`src/rtl/modaddr_pkg.sv`:
```
package modaddr_pkg;
  typedef enum logic [1:0] {
    UPD_HOLD  = 2'd0,
    UPD_STEP  = 2'd1,
    UPD_INDEX = 2'd2,
    UPD_RSVD  = 2'd3
  } upd_mode_e;

  localparam int STEP_BYTES = 2;
endpackage

```
`src/rtl/modaddr_side.sv`:
```
module modaddr_side
  import modaddr_pkg::*;
#(
  parameter int PTR_W = 32,
  parameter int LOW_W = 16
) (
  input  logic [PTR_W-1:0] cur_i,
  input  logic [PTR_W-1:0] idx_i,
  input  upd_mode_e        mode_i,
  input  logic             wrap_en_i,
  input  logic [LOW_W-1:0] ms_i,
  input  logic [LOW_W-1:0] me_i,
  output logic [PTR_W-1:0] next_o,
  output logic             wrap_o
);
  localparam int HI_W = PTR_W - LOW_W;
  localparam logic [LOW_W-1:0] LSB_MASK = ~LOW_W'(1);

  logic [PTR_W-1:0] upd;
  logic             updating;
  logic             hit;

  always_comb begin
    unique case (mode_i)
      UPD_STEP:  upd = cur_i + PTR_W'(STEP_BYTES);
      UPD_INDEX: upd = cur_i + idx_i;
      default:   upd = cur_i;
    endcase
    updating = (mode_i == UPD_STEP) || (mode_i == UPD_INDEX);
    // compare ignores bit 0 on both operands
    hit      = ((cur_i[LOW_W-1:0] ^ me_i) & LSB_MASK) == '0;
    wrap_o   = wrap_en_i && updating && hit;
    next_o   = wrap_o ? {cur_i[PTR_W-1:LOW_W], ms_i & LSB_MASK} : upd;
  end

  initial begin
    a_r5_width_split: assert (HI_W > 0);
  end
endmodule

```
`src/rtl/modaddr_bank.sv`:
```
module modaddr_bank
  import modaddr_pkg::*;
#(
  parameter int PTR_W = 32,
  parameter int LOW_W = 16
) (
  input  logic             clk,
  input  logic             rst,
  input  logic             wr_en,
  input  logic [1:0]       wr_sel,
  input  logic [PTR_W-1:0] wr_data,
  input  logic             go_i,
  input  logic             sel_i,
  input  upd_mode_e        mode_i,
  input  logic             wrap_en_i,
  input  logic [LOW_W-1:0] ms_i,
  input  logic [LOW_W-1:0] me_i,
  output logic [LOW_W-2:0] addr_o,
  output logic [PTR_W-1:0] next_o,
  output logic             valid_o
);
  logic [PTR_W-1:0] ptr_q [2];
  logic [PTR_W-1:0] idx_q;
  logic [PTR_W-1:0] cur;
  logic [PTR_W-1:0] nxt;
  logic             wrap;

  assign cur = ptr_q[sel_i];

  modaddr_side #(.PTR_W(PTR_W), .LOW_W(LOW_W)) u_side (
    .cur_i    (cur),
    .idx_i    (idx_q),
    .mode_i   (mode_i),
    .wrap_en_i(wrap_en_i),
    .ms_i     (ms_i),
    .me_i     (me_i),
    .next_o   (nxt),
    .wrap_o   (wrap)
  );

  always_ff @(posedge clk) begin
    if (rst) begin
      ptr_q[0] <= '0;
      ptr_q[1] <= '0;
      idx_q    <= '0;
      addr_o   <= '0;
      next_o   <= '0;
      valid_o  <= 1'b0;
    end else begin
      valid_o <= go_i;
      if (go_i) begin
        addr_o       <= cur[LOW_W-1:1];
        next_o       <= nxt;
        ptr_q[sel_i] <= nxt;
      end
      // an explicit load overrides a write-back in the same cycle
      if (wr_en) begin
        case (wr_sel)
          2'd0:    ptr_q[0] <= wr_data;
          2'd1:    ptr_q[1] <= wr_data;
          2'd2:    idx_q    <= wr_data;
          default: ;
        endcase
      end
    end
  end

  a_r3_addr_before_update: assert property (@(posedge clk) disable iff (rst)
    go_i |=> valid_o && addr_o == $past(cur[LOW_W-1:1]));

  a_r12_idle_not_valid: assert property (@(posedge clk) disable iff (rst)
    !go_i |=> !valid_o);

  a_r6_hold_keeps_pointer: assert property (@(posedge clk) disable iff (rst)
    go_i && (mode_i == UPD_HOLD || mode_i == UPD_RSVD) |=> next_o == $past(cur));

  a_r4_step_by_two: assert property (@(posedge clk) disable iff (rst)
    go_i && mode_i == UPD_STEP && !wrap |=> next_o == $past(cur) + PTR_W'(STEP_BYTES));

  a_r5_wrap_keeps_high: assert property (@(posedge clk) disable iff (rst)
    go_i && wrap |=> next_o[PTR_W-1:LOW_W] == $past(cur[PTR_W-1:LOW_W]) && !next_o[0]);
endmodule

```
`src/rtl/modaddr_unit.sv`:
```
module modaddr_unit
  import modaddr_pkg::*;
#(
  parameter int PTR_W = 32,
  parameter int LOW_W = 16
) (
  input  logic               clk,
  input  logic               rst,
  input  logic               reg_we,
  input  logic [2:0]         reg_sel,
  input  logic [PTR_W-1:0]   reg_wdata,
  input  logic               mod_we,
  input  logic [2*LOW_W-1:0] mod_wdata,
  input  logic               cfg_we,
  input  logic               cfg_wrap_x,
  input  logic               cfg_wrap_y,
  input  logic               x_go,
  input  logic               x_sel,
  input  logic [1:0]         x_mode,
  input  logic               y_go,
  input  logic               y_sel,
  input  logic [1:0]         y_mode,
  output logic [LOW_W-2:0]   x_addr,
  output logic [PTR_W-1:0]   x_next,
  output logic               x_valid,
  output logic [LOW_W-2:0]   y_addr,
  output logic [PTR_W-1:0]   y_next,
  output logic               y_valid
);
  localparam int SIDES = 2;

  logic [LOW_W-1:0] ms_q, me_q;
  logic [SIDES-1:0] wrap_en_q;

  logic [SIDES-1:0]            go_s, sel_s, valid_s;
  logic [SIDES-1:0][1:0]       mode_s;
  logic [SIDES-1:0][LOW_W-2:0] addr_s;
  logic [SIDES-1:0][PTR_W-1:0] next_s;

  assign go_s   = {y_go, x_go};
  assign sel_s  = {y_sel, x_sel};
  assign mode_s = {y_mode, x_mode};

  always_ff @(posedge clk) begin
    if (rst) begin
      ms_q      <= '0;
      me_q      <= '0;
      wrap_en_q <= '0;
    end else begin
      if (mod_we) begin
        me_q <= mod_wdata[2*LOW_W-1:LOW_W];
        ms_q <= mod_wdata[LOW_W-1:0];
      end
      if (cfg_we) wrap_en_q <= {cfg_wrap_y, cfg_wrap_x};
    end
  end

  for (genvar s = 0; s < SIDES; s++) begin : g_side
    modaddr_bank #(.PTR_W(PTR_W), .LOW_W(LOW_W)) u_bank (
      .clk      (clk),
      .rst      (rst),
      .wr_en    (reg_we && (reg_sel[2] == 1'(s))),
      .wr_sel   (reg_sel[1:0]),
      .wr_data  (reg_wdata),
      .go_i     (go_s[s]),
      .sel_i    (sel_s[s]),
      .mode_i   (upd_mode_e'(mode_s[s])),
      .wrap_en_i(wrap_en_q[s]),
      .ms_i     (ms_q),
      .me_i     (me_q),
      .addr_o   (addr_s[s]),
      .next_o   (next_s[s]),
      .valid_o  (valid_s[s])
    );
  end

  assign x_addr  = addr_s[0];
  assign x_next  = next_s[0];
  assign x_valid = valid_s[0];
  assign y_addr  = addr_s[1];
  assign y_next  = next_s[1];
  assign y_valid = valid_s[1];

  a_r9_modulo_load: assert property (@(posedge clk) disable iff (rst)
    mod_we |=> {me_q, ms_q} == $past(mod_wdata));

  a_r9_enable_hold: assert property (@(posedge clk) disable iff (rst)
    !cfg_we |=> $stable(wrap_en_q));
endmodule

```
`config.mk`:
```
export PLATFORM = sky130hd
export DESIGN_NAME = modaddr_unit
export DESIGN_NICKNAME = d
export VERILOG_FILES = /design/src/rtl/modaddr_pkg.sv /design/src/rtl/modaddr_side.sv /design/src/rtl/modaddr_bank.sv /design/src/rtl/modaddr_unit.sv
export SDC_FILE = /design/constraint.sdc
export NUM_CORES = 1
export LEC_CHECK = 0
export ABC_AREA = 1
export BUFFER_PORTS_ARGS = -buffer_cell sky130_fd_sc_hd__buf_4
export CAP_MARGIN = 20
export CORE_MARGIN = 2
export CORE_UTILIZATION = 49
export DETAILED_ROUTE_END_ITERATION = 6
export PLACE_DENSITY = 0.67
export SLEW_MARGIN = 15
export SYNTH_ARGS = -nofsm -noshare
export SYNTH_HDL_FRONTEND = slang
export SYNTH_SLANG_ARGS = --single-unit
```
`constraint.sdc`:
```
create_clock -name clk -period 4.02 [get_ports clk]
set_input_delay 0.201 -clock clk [delete_from_list [all_inputs] [get_ports clk]]
set_output_delay 0.201 -clock clk [all_outputs]
set_load 0.02 [all_outputs]
```
==> impl_metrics.tcl <==
set metrics [dict create \
    run_status "finished clean" \
    start_util 0.4990 \
    post_cts_buffers 0 \
    min-delay-start "mod_wdata[27]" \
    antenna_found_initial 0 \
    post_synth_and_or_nand_nor_area_fraction 0.3865 \
    groute.usage.overall 0.3376 \
    cp-startpoint "g_side[1].u_bank.ptr_q[0][10]$_DFFE_PP_" \
    route.vias.total 23450 \
    synthXorXnorAreaFrac 0.003081 \
    synthAdderAreaFrac 0.03917 \
    nFillCells 4596 \
    endpoint_kind "flip-flop" \
    synth_common_cells "nand2_1, inv_1, nor2_1" \
    timing.critical_path.slowest_cell_delay_ps 480 \
    yosys_warnings 0 \
    clk_pin_slew_worst_paths_ps 80 \
    die_width_um 219.4 \
    ys_ff_latch 320 \
    overall_power_of_the_completed_layout_mw 9.108 \
    detailedRoute.firstPassIterationCount 6 \
    drive_gt1_frac 0.1142 \
    hold_violations 0 \
    synth_flop_cell "dfxtp_1" \
    worstReg2RegStart "g_side[1].u_bank.ptr_q[0][10]$_DFFE_PP_" \
    drc 0 \
    yosys.cell_count.top_type "nand2_1" \
    relSlewSlack 0.3210 \
    worst_skew_late_latency_ps 570 \
    worstRegToRegCells 14 \
    final_max_slew_viol_count 0 \
    multi_input_comb_area_mm2 0.01261 \
    rr_endpoint "g_side[1].u_bank.ptr_q[1][12]$_DFFE_PP_" \
    drv.max_cap_violation_count 0 \
    timing.setup.tns_ps 0 \
    synth.cell_area_mm2 0.02274 \
    synth.top_cells.by_area "nand2_1, dfxtp_1, edfxtp_1" \
    core_area_mm2 0.04558 \
    grt_setup_unrepaired "false" \
    postSynthNetCount 3773 \
    post_cts_hold_buffer_count 42 \
    critPathLaunchType "flip-flop" \
    post_cts_sizing 0 \
    cp_common_cell "nand2_1" \
    crit_end "g_side[1].u_bank.ptr_q[1][12]$_DFFE_PP_" \
    synthCells 3621 \
    power.density_mw_per_mm2 350.2 \
    pin_count_of_the_biggest_net_entering_global_routing 93 \
    vias_per_cell 5.318 \
    worst-endpoint-arrival_ps 3260 \
    postRouteAntennaNets 0 \
    detail_route.wl_per_cell_um 18.39 \
    crit_path_max_fanout 6 \
    finish.net_count 3933 \
    criticalPathCategory "flip-flop to flip-flop" \
    post_synth_mux_area_share 0.0004401 \
    tritoncts_clock_tree "built" \
    worst_vdd_rail_ir_drop_mv 0.3592 \
    grt_pass1_vias 21000 \
    synth_seq_area_share 0.3380 \
    floorplan.die_area_mm2 0.04816 \
    tritoncts_num_sinks 320 \
    worst-slew-pin-transition_ps 1018 \
    num_antenna_cells 0 \
    yosysTopAreaCellShare 0.2226 \
    cts_max_level 2 \
    synth-edff-count 128 \
    port_buffers 175 \
    die_y_um 219.4 \
    fin_crit_ps 2935 \
    place_congestion 1.013 \
    number_of_stages_on_the_worst_setup_path 14 \
    routed_wirelength_um 81100 \
    area.sequential_mm2 0.007687 \
    main_combinational_cell_family_by_area_after_synthesis "simple AND/OR/NAND/NOR gates" \
    synth.largest_area_cell "nand2_1" \
    pin_count 178 \
    yosysUniqueCellTypes 51 \
    fp-row-count 78 \
    global_route_wire_length_before_repair_um 123800 \
    crit_path_top_delay_cell "ha_1" \
    number_of_failing_setup_endpoints_in_the_final_timing_report 0 \
    fmaxAchievable_mhz 340.7 \
    synthArstFlopShare 0 \
    cp_data_required_time_ps 4350 \
    buffer_type_at_the_clock_tree_root "clkbuf_16" \
    flow.area_growth_from_synthesis_pct 14.34 \
    cts-buffers-inserted 37 \
    max_clock_skew_ps 17.26 \
    regToRegSetupSlack_ps 1080 \
    overflow 0 \
    critical-path-top-delay-family "simple AND/OR/NAND/NOR gates" \
    drt_first_iter_violations 2771 \
    critical_path.n_buffers_inverters 1 \
    syn-mean-instance-area_um2 6.281 \
    hpwl_um 60950 \
    cts-root-to-sink-buffers 3 \
    timing.final.crit_share 0.7302 \
    compound_gate_portion_of_the_synthesized_area 0.1252 \
    worst_min_delay_path_class "input port to flip-flop" \
    cp_cell_sequence "nand2_1 -> nand2_1 -> ha_1 -> nand2_1 -> inv_1 -> a21oi_1 -> nand3_1 -> or2_2 -> nand3_1 -> nand2_1 -> nand2_1 -> nand2_1 -> nand2_1 -> nand2_1" \
    cellLeakagePower_nw 13.24 \
]
[area by class of cell]
class / instances / share of cell area
Clock inverter: 18 / 0.006159
Tap cell: 600 / 0.02887
Multi-Input combinational cell: 2695 / 0.4848
Sequential cell: 320 / 0.2956
Inverter: 480 / 0.06996
Timing Repair Buffer: 247 / 0.07631
Clock buffer: 49 / 0.03825
[logic make-up after synthesis]
| logic type | count (synthesis) |
|---|---|
| flops | 320 |
| fa+ha+maj | 70 |
| buf+inv | 606 |
| xor+xnor | 8 |
| simple gates | 2117 |
| mux | 1 |
| compound gates | 499 |
[state kept, by name, indices dropped and copies added (netlist names)]
register and cells:
g_side.u_bank.ptr_q 128, g_side.u_bank.next_o 64, g_side.u_bank.idx_q 64, g_side.u_bank.addr_o 30, me_q 15, g_side.u_bank.valid_o 2, wrap_en_q 2, ms_q 15
[worst min path at each step]
| stage | to | slack, ps | cells past startpoint |
|---|---|---|---|
| finish | me_q[11]$_SDFFE_PP0P_ | 20 | 3 |
| global route | g_side[1].u_bank.valid_o$_SDFF_PP0_ | 10 | 2 |
| CTS | g_side[1].u_bank.valid_o$_SDFF_PP0_ | 1 | 2 |
| detailed placement | ms_q[13]$_SDFFE_PP0P_ | 430 | 3 |
| global placement | ms_q[8]$_SDFFE_PP0P_ | 420 | 3 |
| floorplan | g_side[0].u_bank.valid_o$_SDFF_PP0_ | 280 | 1 |
[placed cells by master (no fill, tap or decap), types with 3 or more instances in the layout]
cell type / instances
a21o_1: 4
a21oi_1: 165
a21oi_2: 11
and2_1: 5
buf_4: 203
clkbuf_1: 9
clkbuf_16: 37
clkinv_1: 9
clkinv_2: 7
clkinvlp_4: 3
dfxtp_1: 192
dlygate4sd3_1: 42
edfxtp_1: 128
ha_1: 68
inv_1: 453
inv_2: 16
inv_6: 4
nand2_1: 1349
nand2_2: 58
nand2_4: 13
nand3_1: 235
nand3_2: 11
nand3b_1: 21
nand4_1: 11
nor2_1: 374
nor2_2: 13
nor2_4: 5
nor3_1: 7
o211ai_1: 40
o21ai_0: 197
o21ai_1: 37
o21ai_2: 24
o21ai_4: 6
o21bai_1: 6
or2_2: 12
xor2_1: 7
[through the flow]
step	worst slack (ps)	std cells	area, um^2	utilization	hold WS (ps)
2_1_floorplan	1256	3621	22740	-	284.9
3_3_place_gp	663.6	4300	24430	0.5360	423.7
3_5_place_dp	639.6	4300	24430	0.5360	428.8
6_report	1085	4409	26000	0.5706	21.20
5_1_grt	856.6	4409	26000	0.5706	13.06
4_1_cts	1185	4409	26000	0.5706	1.097
[worst reg2reg max path, stage by stage, from the launching register on]
cell	delay, ps
edfxtp_1	350
nand2_1	70
nand2_1	290
ha_1	480
nand2_1	110
inv_1	60
a21oi_1	240
nand3_1	210
or2_2	320
nand3_1	100
nand2_1	140
nand2_1	120
nand2_1	70
nand2_1	60
nand2_1	80
[layer usage]
metal	part of all wire	global-route usage	up-vias	wire (um)
li1	-	-	11790	-
met1	0.44	0.4691	10410	35620
met2	0.43	0.5204	1060	34960
met3	0.085	0.05225	190	6870
met4	0.045	0.1432	0	3641
met5	0	0	-	0
[where the power goes]
part | internal [mW] | total [mW] | leakage, nW | switching (mW)
Combinational | 0.631 | 2.05 | 9.75 | 1.42
Clock | 1.88 | 3.35 | 0.562 | 1.47
Sequential | 3.60 | 3.71 | 2.93 | 0.106
No activity file was read; power rests on OpenSTA's default activity.
